File: config.mk
export PLATFORM = sky130hd
export DESIGN_NAME = dvs_setpoint_seq
export DESIGN_NICKNAME = d
export VERILOG_FILES = /design/src/rtl/dvs_seq_pkg.sv /design/src/rtl/dvs_target_sel.sv /design/src/rtl/dvs_step_timer.sv /design/src/rtl/dvs_ramp_reg.sv /design/src/rtl/dvs_setpoint_seq.sv
export SDC_FILE = /design/constraint.sdc
export NUM_CORES = 1
export LEC_CHECK = 0
export BUFFER_PORTS_ARGS = -buffer_cell sky130_fd_sc_hd__buf_2
export CAP_MARGIN = 25
export CORE_MARGIN = 2
export CORE_UTILIZATION = 30
export DETAILED_ROUTE_END_ITERATION = 10
export GPL_TIMING_DRIVEN = 0
export SYNTH_ARGS = -nofsm -noshare
export SYNTH_HDL_FRONTEND = slang
export SYNTH_SLANG_ARGS = --single-unit
File: constraint.sdc
create_clock -name clk -period 4.1 [get_ports clk]
set_input_delay 0.82 -clock clk [delete_from_list [all_inputs] [get_ports clk]]
set_output_delay 0.82 -clock clk [all_outputs]
set_load 0.05 [all_outputs]
File: src/rtl/dvs_seq_pkg.sv
package dvs_seq_pkg;

    // Which operating point is currently the target
    typedef enum logic [1:0] {
        PT_RUN   = 2'd0,
        PT_ALT   = 2'd1,
        PT_SLEEP = 2'd2
    } point_sel_e;

    // Direction of the next step
    typedef enum logic [1:0] {
        DIR_HOLD = 2'd0,
        DIR_UP   = 2'd1,
        DIR_DOWN = 2'd2
    } step_dir_e;

    // Sleep is in force only when both conditions hold
    function automatic logic sleep_active(input logic a, input logic b);
        return a & b;
    endfunction

    // Priority: sleep, then pin, then normal
    function automatic point_sel_e pick_point(input logic sleep_on, input logic pin);
        if (sleep_on)
            return PT_SLEEP;
        else if (pin)
            return PT_ALT;
        else
            return PT_RUN;
    endfunction

endpackage

File: src/rtl/dvs_target_sel.sv
module dvs_target_sel
    import dvs_seq_pkg::*;
#(
    parameter int CODE_W = 5
) (
    input  logic [CODE_W-1:0] run_code,
    input  logic [CODE_W-1:0] alt_code,
    input  logic [CODE_W-1:0] sleep_code,
    input  logic              alt_sel,
    input  logic              sleep_req_a,
    input  logic              sleep_req_b,
    output point_sel_e        point,
    output logic [CODE_W-1:0] target
);

    logic sleep_on;

    always_comb begin
        sleep_on = sleep_active(sleep_req_a, sleep_req_b);
        point    = pick_point(sleep_on, alt_sel);
        unique case (point)
            PT_SLEEP: target = sleep_code;
            PT_ALT:   target = alt_code;
            default:  target = run_code;
        endcase
    end

endmodule

File: src/rtl/dvs_step_timer.sv
module dvs_step_timer #(
    parameter int INTV_W = 8
) (
    input  logic              clk,
    input  logic              rst,
    input  logic              run,
    input  logic [INTV_W-1:0] intv,
    output logic              tick
);

    logic [INTV_W-1:0] cnt;
    logic [INTV_W-1:0] last;

    always_comb begin
        // An interval of zero behaves as one cycle
        last = (intv == '0) ? '0 : intv - 1'b1;
        tick = run && (cnt >= last);
    end

    always_ff @(posedge clk) begin
        if (rst || !run)
            cnt <= '0;
        else if (tick)
            cnt <= '0;
        else
            cnt <= cnt + 1'b1;
    end

endmodule

File: src/rtl/dvs_ramp_reg.sv
module dvs_ramp_reg
    import dvs_seq_pkg::*;
#(
    parameter int CODE_W = 5
) (
    input  logic              clk,
    input  logic              rst,
    input  logic [CODE_W-1:0] init_code,
    input  logic [CODE_W-1:0] target,
    input  logic              tick,
    output logic [CODE_W-1:0] code,
    output step_dir_e         dir,
    output logic              at_target
);

    always_comb begin
        if (target > code)
            dir = DIR_UP;
        else if (target < code)
            dir = DIR_DOWN;
        else
            dir = DIR_HOLD;
        at_target = (dir == DIR_HOLD);
    end

    always_ff @(posedge clk) begin
        if (rst)
            code <= init_code;
        else if (tick) begin
            unique case (dir)
                DIR_UP:   code <= code + 1'b1;
                DIR_DOWN: code <= code - 1'b1;
                default:  code <= code;
            endcase
        end
    end

endmodule

File: src/rtl/dvs_setpoint_seq.sv
module dvs_setpoint_seq
    import dvs_seq_pkg::*;
#(
    parameter int CODE_W = 5,
    parameter int INTV_W = 8
) (
    input  logic              clk,
    input  logic              rst,
    input  logic [CODE_W-1:0] run_code,
    input  logic [CODE_W-1:0] alt_code,
    input  logic [CODE_W-1:0] sleep_code,
    input  logic [INTV_W-1:0] step_intv,
    input  logic              alt_sel,
    input  logic              sleep_req_a,
    input  logic              sleep_req_b,
    output logic [CODE_W-1:0] vout_code,
    output logic              settled
);

    point_sel_e        point;
    step_dir_e         dir;
    logic [CODE_W-1:0] target_code;
    logic              step_tick;

    dvs_target_sel #(.CODE_W(CODE_W)) u_sel (
        .run_code    (run_code),
        .alt_code    (alt_code),
        .sleep_code  (sleep_code),
        .alt_sel     (alt_sel),
        .sleep_req_a (sleep_req_a),
        .sleep_req_b (sleep_req_b),
        .point       (point),
        .target      (target_code)
    );

    dvs_step_timer #(.INTV_W(INTV_W)) u_timer (
        .clk  (clk),
        .rst  (rst),
        .run  (!settled),
        .intv (step_intv),
        .tick (step_tick)
    );

    dvs_ramp_reg #(.CODE_W(CODE_W)) u_ramp (
        .clk       (clk),
        .rst       (rst),
        .init_code (run_code),
        .target    (target_code),
        .tick      (step_tick),
        .code      (vout_code),
        .dir       (dir),
        .at_target (settled)
    );

endmodule

## Word-level counts from Yosys, hierarchy flattened

Index checks and enable logic that the tools add are counted.

| storage, ports and cells | value |
|---|---|
| bits in registers | 13 |
| bits in read-only memories | 0 |
| output and inout bits | 6 |
| memories | 0 |
| memory bits (writable) | 0 |
| bits of input ports | 28 |
| bits in latches | 0 |
| word-level logic and storage cells | 32 |

| cells by class | value |
|---|---|
| reductions and logical operators | 9 |
| bitwise operators | 1 |
| shift operators | 0 |
| div/mod/pow operators | 0 |
| equal/unequal tests | 4 |
| $mul | 0 |
| add/sub/neg operators | 4 |
| order comparisons | 3 |
| mux-type cells | 9 |

Operators with widths:

| kind | count |
|---|---|
| $pmux W5 S2 | 2 |
| $mux W5 | 2 |
| $add A8 B1 Y8 const B | 1 |
| $ge A8 B8 Y1 | 1 |
| $logic_not A8 Y1 | 1 |
| $mux W8 | 1 |
| $sub A8 B1 Y8 const B | 1 |
| $mux W2 | 3 |
| $add A5 B1 Y5 const B | 1 |
| $gt A5 B5 Y1 | 1 |
| $lt A5 B5 Y1 | 1 |
| $sub A5 B1 Y5 const B | 1 |
| $eq A2 B1 Y1 const B | 2 |
| $eq A2 B2 Y1 const B | 2 |
| $reduce_bool A3 Y1 | 1 |
| $logic_not A2 Y1 | 1 |
| $reduce_and A2 Y1 | 1 |
| $reduce_bool A2 Y1 | 1 |
| $reduce_or A2 Y1 | 1 |
| $and A1 B1 Y1 | 1 |
| $logic_and A1 B1 Y1 | 1 |
| $logic_not A1 Y1 | 1 |
| $logic_or A1 B1 Y1 | 1 |
| $mux W1 | 1 |

## Depth between registers and ports, before layout

Gate-level depths: netlist (run 1).

| logic depth | value |
|---|---|
| depth in word-level cells | 12 |
| depth in mapped cells | 14 |
| mapped depth without buffers | 13 |

## By module

From an unflattened synthesis (run 1), not the netlist that was laid out.

| unflattened totals | value |
|---|---|
| cell total of the unflattened synthesis | 149 |
| area total of the unflattened synthesis | 1331.3 um^2 |

By module, submodules not included:

| module | area an instance (um^2) | times used | cells each | seq. area each (um^2) |
|---|---|---|---|---|
| dvs_step_timer | 691.9 | 1 | 76 | 160.2 |
| dvs_ramp_reg | 475.5 | 1 | 52 | 150.1 |
| dvs_target_sel | 160.2 | 1 | 20 | 0.0 |
| dvs_setpoint_seq | 3.8 | 1 | 1 | 0.0 |

## Worst setup path after synthesis (run 1)

OpenSTA, ideal clock, no wires.

| path | value |
|---|---|
| path kind | input to output |
| from | input alt_sel |
| to | output settled |
| stages | 7 |
| arrival | 3.194 ns |
| path buffers | 1 |
| setup slack | 0.086 ns |
| data required time | 3.280 ns |
| cell sequence | clkbuf_1 > mux2i_1 > a21oi_1 > ha_1 > a21o_1 > a21oi_2 > a311oi_1 |

| between the ends | value |
|---|---|
| longest elaborated chain between the ends | 8 |
| elaborated cells between the ends (all ways) | 10 |
| those cells by class | order compare: 2; eq/ne: 2; mux: 5; reduce/logical: 1 |

Ends and longest elaborated chain:

| item | line | RTL |
|---|---|---|
| from (decl) | dvs_setpoint_seq.sv:13 | `input logic alt_sel,` |
| $mux W1 (*) | dvs_seq_pkg.sv:26 | `else if (pin)` |
| $mux W2 (*) | dvs_seq_pkg.sv:24 | `if (sleep_on)` |
| $eq A2 B1 Y1 or $eq A2 B2 Y1 (tied branches) | dvs_target_sel.sv:21 | `unique case (point)` |
| $pmux W5 S2 (*) | dvs_target_sel.sv:21 |  |
| $lt A5 B5 Y1 | dvs_ramp_reg.sv:19 | `else if (target < code)` |
| $mux W2 | dvs_ramp_reg.sv:19 |  |
| $mux W2 (*) | dvs_ramp_reg.sv:17 | `if (target > code)` |
| $logic_not A2 Y1 (*) | dvs_ramp_reg.sv:23 | `at_target = (dir == DIR_HOLD);` |
| to (decl) | dvs_setpoint_seq.sv:17 | `output logic settled` |

Every way passes the cells marked *; elsewhere a longest branch is shown, timed or not.

## Worst setup path after layout (run 1)

Same ends and word-level chain as after synthesis.

==> results.toml, run 1 <==
[setup_path]
critical_path_class = "input port to output pin"
r2r_cells = 11
cp.arrival_ns = 2.73
crit_chain = "clkbuf_1, mux2i_1, a21oi_1, ha_1, a21o_1, a21oi_2, a311oi_1, buf_2"
critical_path_buf_inv_count = 2
end_kind = "output pin"
cpMaxStageDelayCell = "a311oi_1"
critPathTopFamily = "compound AO/OA/AOI/OAI gates"
crit_cells = 8
critPathRequiredTime_ns = 3.28
critPathMaxFanout = 6
startpoint_type = "input port"
max_stage_delay_ns = 0.45

[synthesis]
synth_cell_types = 32
synth_top_family_by_area = "adder cells"
ys_seq_area_frac = 0.264
syn_area_sq_um = 1180
avgSynthCellArea_sq_um = 8.59
ys_top_cells_by_area = "ha_1 19%, dfxtp_1 14%, edfxtp_1 13%"
yosysTopAreaCellShare = 0.191
synth-xor-area-share = 0.0967
synth_fa_ha_area_frac = 0.208
synth-simple-area-share = 0.170
syn_nets = 184
yosys_warnings = 0
synth_mux_area_frac = 0.0606
synth_top_cell_by_area = "ha_1"
synth-seq-cells = 13
synth_compound_area_frac = 0.159
syn-instance-count = 137

[run]
drv_cap = 0

[timing]
skew_ns = 0.00422
worst_slack_ns = 0.549
holdWs_ns = 0.465
setup_viol = 0
fin_tns_setup_ns = 0
period_share = 0.866
maxSlewViolCount = 0
finalCriticalPeriod_ns = 3.55
fmax_ghz = 0.282
rsz0062_at_grt = "false"
hold_viol = 0
tightest_slew_ns = 0.469
relSlewSlack = 0.685

[die]
coreArea_sq_um = 3720
dieWidth_um = 66.6
rows = 22
die_area_sq_um = 4440
die_height_um = 66.6
ioPinCount = 34
start_util = 0.317

[placed_design]
dpl.cell_count = 216
place.gp.congestion = 0.731
io_buffers = 31
dp_slack_ns = 0.418
hpwlAfterDp_um = 1970

[power_and_ir_drop]
p_seq_frac = 0.276
p_total_w = 0.000721
leakage_nw = 0.718
combinationalPowerShare = 0.569
power.internal_w = 0.000415
p_clk_frac = 0.156
peakVddDrop_uv = 119
p_sw_frac = 0.424
p_switching_w = 0.000306
p_per_area_nw_per_um2 = 501

[finish]
drive_gt1_frac = 0.209
multi_input_area_sq_um = 818
areaGrowthSynthToFinish_pct = 22.1
seq_area_sq_um = 310
antenna_cells = 0
n_fill_cell = 410
final_cells = 220
final_nets = 220

[routing]
vias_per_cell = 4.67
drtIter0Drc = 32
drt-pass1-iter-count = 5
wl_per_cell_um = 10.6
postRouteAntennaNets = 0
drt_wl_total_um = 2330
drc_errors = 0
via_count = 1028

[clocking]
ctsResizeCount = 0
htree_levels = 1
cts_made_buffers = 3
clock_sinks = 13
cts_tree = "built"
clockBufferDepth = 2
ctsHoldBuffers = 0
clock-root-buffer = "clkbuf_8"
postCtsSetupBuffers = 0
clkTransAtPathRegs_ns = 0.05
clock_latency_ns = 0.24

[global_route]
track_usage = 0.114
grt_max_degree = 11
grt_pass1_wl_um = 3840
antenna_found_initial = 0
grt_pass1_vias = 934
overflow = 0

[min_path]
hold-path-cell-count = 1
hold_class = "flop to flop"

[outcome]
status = "completed"
## worst reg2reg max path, stage by stage (launching register included)
cell	delay, ns
edfxtp_1	0.39
inv_1	0.07
ha_1	0.30
a21o_1	0.17
a21oi_2	0.14
o21a_1	0.28
ha_1	0.32
a21o_1	0.19
a21oi_1	0.16
xnor2_1	0.15
xnor2_1	0.13
o21ai_0	0.10
## cell type report
cell class | count | share of cell area
buffer | 2 | 0.00522
timing repair buffer | 31 | 0.108
multi-input combinational | 111 | 0.569
tap | 48 | 0.0418
sequential | 13 | 0.216
inverter | 11 | 0.0287
clock buffer | 4 | 0.0313
## cell families (layout without fill, tap and decap cells)
| logic type | after synthesis | count (layout) |
|---|---|---|
| muxes | 7 | 7 |
| and+or+nand+nor | 43 | 43 |
| adders and majority gates | 19 | 19 |
| AOI/OAI and AO/OA | 29 | 29 |
| DFF | 13 | 13 |
| xor gates and xnor gates | 13 | 13 |
| buffers and inverters | 13 | 48 |
## metrics by stage
| stage | utilization | area, sq um |
|---|---|---|
| 3_3_place_gp | 0.375 | 1390 |
| 5_1_grt | 0.387 | 1440 |
| 3_5_place_dp | 0.375 | 1390 |
| 6_report | 0.387 | 1440 |
| 2_1_floorplan | - | 1180 |
| 4_1_cts | 0.387 | 1440 |
## layout by cell type (no fill, tap or decap)
cell type / instances
o211ai_1: 1
nor3_1: 2
nand3_1: 5
nor3b_1: 1
nand2b_1: 2
ha_1: 18
mux2_2: 1
a211oi_1: 1
a21oi_2: 1
o2111a_1: 1
a21o_1: 5
or3_1: 1
nand3b_1: 1
nor2b_1: 3
o21a_1: 1
xnor2_1: 6
a311oi_1: 1
buf_2: 31
a21oi_1: 10
o21bai_1: 1
a2111o_1: 1
mux2i_1: 6
nand2_1: 11
xor2_1: 7
dfxtp_1: 8
inv_1: 11
clkbuf_8: 3
o21ai_0: 6
and2_1: 1
clkbuf_1: 3
and3_1: 2
nor2_1: 14
fa_1: 1
edfxtp_1: 5
## final timing paths
kind	slack, ns	start	to
worst min register to register	0.46	u_timer.cnt[0]	u_timer.cnt[0]
worst max-delay path	0.55	alt_sel	settled
worst min-delay path	0.46	u_timer.cnt[0]	u_timer.cnt[0]
worst max register to register	1.42	u_ramp.code[3]	u_ramp.code[4]
## registers in the layout (all words and copies together) (netlist names)
name / flops
u_ramp.code: 5
u_timer.cnt: 8
## synthesized netlist by cell type
cell type and number:
mux2_2 1, ha_1 18, and2_1 1, mux2i_1 6
dfxtp_1 8, nor2_1 14, a2111o_1 1, o21ai_0 6
a21oi_1 10, nand2_1 11, nand3_1 5, or3_1 1
a311oi_1 1, nand3b_1 1, xor2_1 7, xnor2_1 6
clkbuf_1 2, nor3b_1 1, o211ai_1 1, nor3_1 2
o2111a_1 1, and3_1 2, nand2b_1 2, o21bai_1 1
a211oi_1 1, a21oi_2 1, o21a_1 1, fa_1 1
edfxtp_1 5, inv_1 11, nor2b_1 3, a21o_1 5
## power by group through the flow
stage          Clock [W]  Combinational (W)  Sequential, W
2_1_floorplan          0           0.000268       0.000261
3_3_place_gp           0           0.000405       0.000202
3_5_place_dp           0           0.000411       0.000202
4_1_cts         0.000117           0.000414       0.000199
5_1_grt         0.000125           0.000460       0.000204
6_report        0.000112           0.000410       0.000199
## metal layers
metal / up-vias / GRT usage / wire (um)
met5: - / 0 / 0
met4: 0 / 0.0663 / 48
met3: 4 / 0.0118 / 98
met2: 20 / 0.165 / 961
met1: 451 / 0.161 / 1220
li1: 553 / - / -
Power figures use the tool's default switching activity.
==> run 2, diff against run 1 <==
Settings changed: BUFFER_PORTS_ARGS -buffer_cell sky130_fd_sc_hd__buf_2 to default, DONT_BUFFER_PORTS from default to 1, HOLD_SLACK_MARGIN from default to 0.1, SYNTH_HIERARCHICAL from default to 1.
==> run 2 against run 1 <==
Clock skew fell by 0.0012 ns. Count of clock-buffer cells in the layout did not move. Combinational power fell by 41%. Via count fell by 3.4%. Sequential cell count did not move. Highest routed layer unchanged.
==> results.toml, run 2 <==
[outcome]
status = "completed"

[timing]
relSlewSlack = 0.589
fin_tns_setup_ns = 0
hold_viol = 0
tightest_slew_ns = 0.617
maxSlewViolCount = 0
finalCriticalPeriod_ns = 3.57
holdWs_ns = 0.478
setup_viol = 0
fmax_ghz = 0.280
period_share = 0.871
rsz0062_at_grt = "false"
skew_ns = 0.00302

[finish]
largest_register_ff_count = 8
drive_gt1_frac = 0.120
layout_common_cells = "18 x ha_1, 15 x nor2_1, 14 x inv_1"
antenna_cells = 0
final_area_sq_um = 1420
final_nets = 198
largest-register = "u_timer/cnt"
reg.largest.list = "u_timer/cnt: 8 flops, u_ramp/code: 5 flops"
areaGrowthSynthToFinish_pct = 8.40
final_common_cell = "ha_1"

[setup_path]
startpoint = "alt_sel"
cp.arrival_ns = 3.65
critPathMaxFanout = 5
r2r_cells = 10
r2r_setup_slack_ns = 0.78
startpoint_type = "input port"
critical_path_class = "input port to flop"
reg2reg_from = "u_ramp/code[3]"
critPathRequiredTime_ns = 4.18
end_kind = "flop"
worstReg2RegEnd = "u_ramp/code[4]"
worstSetupEndpoint = "u_ramp/code[4]"

[die]
die_area_sq_um = 4920
dieWidth_um = 70.1
die_height_um = 70.1
coreArea_sq_um = 4290
rows = 24
ioPinCount = 34
start_util = 0.305

[routing]
via_count = 993
drt-pass1-iter-count = 4
vias_per_cell = 4.92
drc_errors = 0
postRouteAntennaNets = 0
drt_wl_total_um = 2250
drtIter0Drc = 18
wl_per_cell_um = 11.2

[global_route]
grt_pass1_vias = 933
antenna_found_initial = 0
grt_pass1_wl_um = 4000
overflow = 0
grt_max_degree = 10
track_usage = 0.0996

[power_and_ir_drop]
p_per_area_nw_per_um2 = 405
p_seq_frac = 0.391
p_sw_frac = 0.400
combinationalPowerShare = 0.418
p_switching_w = 0.000231
peakVddDrop_uv = 187
leakage_nw = 0.625
power.internal_w = 0.000346
p_clk_frac = 0.191

[clocking]
clkTransAtPathRegs_ns = 0.05
cts_made_buffers = 3
clock-root-buffer = "clkbuf_8"
clock_sinks = 13
clock_latency_ns = 0.24
postCtsSetupBuffers = 0
clockBufferDepth = 2
cts_tree = "built"
htree_levels = 1
ctsResizeCount = 0
ctsHoldBuffers = 0

[synthesis]
syn_area_sq_um = 1310
syn_nets = 193
avgSynthCellArea_sq_um = 8.98
yosys_warnings = 6
syn-instance-count = 146

[placed_design]
hpwlAfterDp_um = 2000
dpl_cell_area_sq_um = 1380
place.gp.congestion = 0.743
io_buffers = 0

[run]
drv_cap = 0

[min_path]
holdCritStartpoint = "u_timer/cnt[0]"
hold_class = "flop to flop"
-- run 2: layer usage --
layer	wire, um	global-route usage	vias to the layer above
met5	0	0	-
met4	10	0.0192	0
met3	124	0.0260	2
met2	1080	0.170	24
met1	1040	0.127	442
li1	-	-	525
-- run 2: layout make-up --
| cell class | instances | area, sq um |
|---|---|---|
| multi-input cells | 116 | 928 |
| clock buffers | 4 | 45.0 |
| plain buffers | 3 | 20.0 |
| flip-flops and latches | 13 | 310 |
| well taps | 52 | 65.1 |
| fillers | 472 | 2870 |
| inverters | 14 | 52.6 |
-- run 2: power by group through the flow --
| stage | Combinational [W] | Sequential, W | Clock (W) |
|---|---|---|---|
| floorplan | 0.000207 | 0.000221 | 0 |
| global placement | 0.000240 | 0.000228 | 0 |
| detailed placement | 0.000245 | 0.000229 | 0 |
| CTS | 0.000246 | 0.000227 | 0.000116 |
| global route | 0.000287 | 0.000228 | 0.000124 |
| finish | 0.000241 | 0.000225 | 0.000110 |
-- run 2: worst min path at each step --
stage	depth (start not counted)	slack (ns)	end
final	1	0.48	u_timer/cnt[0]
after global routing	1	0.53	u_timer/cnt[0]
after CTS	1	0.48	u_timer/cnt[0]
after detailed placement	1	0.46	u_timer/cnt[0]
after global placement	1	0.46	u_timer/cnt[0]
after floorplan	1	0.43	u_timer/cnt[0]
-- run 2: stage by stage --
step	instances	power, W	util	setup slack (ns)
finish	202	0.000576	0.331	0.530
floorplan	146	0.000429	-	0.605
global placement	198	0.000468	0.321	0.274
CTS	202	0.000589	0.331	0.493
global route	202	0.000639	0.331	0.181
detailed placement	198	0.000474	0.321	0.249
-- run 2: critical path: stages --
cell      delay, ns
clkbuf_2       0.17
mux2i_1        0.23
o21ai_2        0.06
ha_1           0.31
a21oi_1        0.06
a21boi_0       0.35
nor2_1         0.20
fa_1           0.49
a211oi_1       0.31
o21ai_0        0.17
a211o_1        0.27
a31oi_1        0.18
==> run 3, diff against run 2 <==
Settings changed: CTS_CLUSTER_DIAMETER from default to 50, REMOVE_ABC_BUFFERS from default to 1.
==> run 3 against run 2 <==
Sequential share of layout area grew 0.31 points. Clock skew is 0.0023 ns higher. Final cell count fell by 1.5%. Combinational power about the same. Cell area fell by 1.4%. Sequential power barely moved. Sequential cell count unchanged. Die area unchanged. Via count down 0.30%. Maximum frequency increased by 3.5%. Clock power rose by 6%. Routed wire length up 6.6%.
==> results.toml, run 3 (synthesis results as in run 2) <==
[routing]
wl_per_cell_um = 12.1
drt_wl_total_um = 2400
drc_errors = 0
drt-pass1-iter-count = 4
postRouteAntennaNets = 0
drtIter0Drc = 44
vias_per_cell = 4.97
via_count = 990

[global_route]
track_usage = 0.0997
grt_pass1_vias = 919
overflow = 0
grt_max_degree = 11
grt_pass1_wl_um = 4000
antenna_found_initial = 0

[timing]
fmax_ghz = 0.290
hold_viol = 0
relSlewSlack = 0.583
period_share = 0.841
tightest_slew_ns = 0.625
rsz0062_at_grt = "false"
fin_tns_setup_ns = 0
finalCriticalPeriod_ns = 3.45
skew_ns = 0.00529
maxSlewViolCount = 0
setup_viol = 0

[finish]
layout_common_cells = "18 x ha_1, 15 x nor2_1, 14 x inv_1"
largest-register = "u_timer/cnt"
final_common_cell = "ha_1"
drive_gt1_frac = 0.109
final_cells = 199
final_nets = 195
antenna_cells = 0
reg.largest.list = "u_timer/cnt: 8 flops, u_ramp/code: 5 flops"
areaGrowthSynthToFinish_pct = 6.87
largest_register_ff_count = 8

[clocking]
cts_tree = "built"
clock_latency_ns = 0.24
ctsResizeCount = 0
htree_levels = 1
clock_sinks = 13
clkTransAtPathRegs_ns = 0.06
ctsHoldBuffers = 0
postCtsSetupBuffers = 0
clockBufferDepth = 2
clock-root-buffer = "clkbuf_8"
cts_made_buffers = 3

[placed_design]
io_buffers = 0
dpl.cell_count = 195
place.gp.congestion = 0.706
hpwlAfterDp_um = 2040

[power_and_ir_drop]
leakage_nw = 0.613
peakVddDrop_uv = 176
p_per_area_nw_per_um2 = 417

[die]
start_util = 0.305
ioPinCount = 34
rows = 24
coreArea_sq_um = 4290
dieWidth_um = 70.1
die_area_sq_um = 4920
die_height_um = 70.1

[setup_path]
crit_chain = "mux2i_1, o21ai_2, ha_1, a21oi_1, a21boi_0, nor2_1, fa_1, a211oi_1, o21ai_0, a211o_1, a31oi_1"
critical_path_class = "input port to flop"
critPathMaxFanout = 5
cp.arrival_ns = 3.54
startpoint_type = "input port"
critPathRequiredTime_ns = 4.19
max_stage_delay_ns = 0.50
end_kind = "flop"
cpMaxStageDelayCell = "fa_1"

[min_path]
hold_class = "flop to flop"

[run]
drv_cap = 0

[outcome]
status = "completed"
run 3: cell types whose count changed in the layout (fill, tap and decap cells not counted), sizes merged:
cell    previous run  this run
clkbuf             6         4
buf                1         0
run 3: stage by stage:
step / hold WS [ns] / util / power, W / cell area [sq um] / worst slack (ns)
floorplan: 0.430 / - / 0.000425 / 1290 / 0.748
global placement: 0.454 / 0.316 / 0.000462 / 1360 / 0.540
detailed placement: 0.460 / 0.316 / 0.000469 / 1360 / 0.478
CTS: 0.469 / 0.326 / 0.000586 / 1400 / 0.724
global route: 0.489 / 0.326 / 0.000634 / 1400 / 0.425
finish: 0.466 / 0.326 / 0.000585 / 1400 / 0.653
run 3: cell type report:
cell class | count | area, sq um
clock buffers | 4 | 45.0
fillers | 459 | 2890
multi-input cells | 116 | 928
well taps | 52 | 65.1
inverters | 14 | 52.6
flip-flops and latches | 13 | 310
run 3: where the power goes:
part	total, W	switching, W	internal, W
sequential	0.000225	0.0000648	0.000160
combinational	0.000243	0.000126	0.000116
clock	0.000117	0.0000484	0.0000686
total	0.000585	0.000240	0.000345
run 3: worst max-delay path: cells and delay by family:
family / cells / cell delay [ns]
multiplexers: 1 / 0.19
AND/OR/NAND/NOR: 1 / 0.22
adder cells (fa/ha/maj): 2 / 0.81
AO/OA/AOI/OAI: 7 / 1.50
run 3: path summary, 6_finish.rpt:
kind / from / to / slack [ns] / depth (start not counted)
worst max register to register: u_ramp/code[3] / u_ramp/code[4] / 0.69 / 10
worst min-delay path: u_timer/cnt[0] / u_timer/cnt[0] / 0.47 / 1
worst max-delay path: alt_sel / u_ramp/code[4] / 0.65 / 11
worst min register to register: u_timer/cnt[0] / u_timer/cnt[0] / 0.47 / 1
run 3: layer usage:
metal  GRT usage  part of all wire  vias up
met3      0.0375             0.073        2
met5           0                 0        -
met2       0.166              0.46       31
li1            -                 -      514
met4      0.0128            0.0037        0
met1       0.126              0.46      443
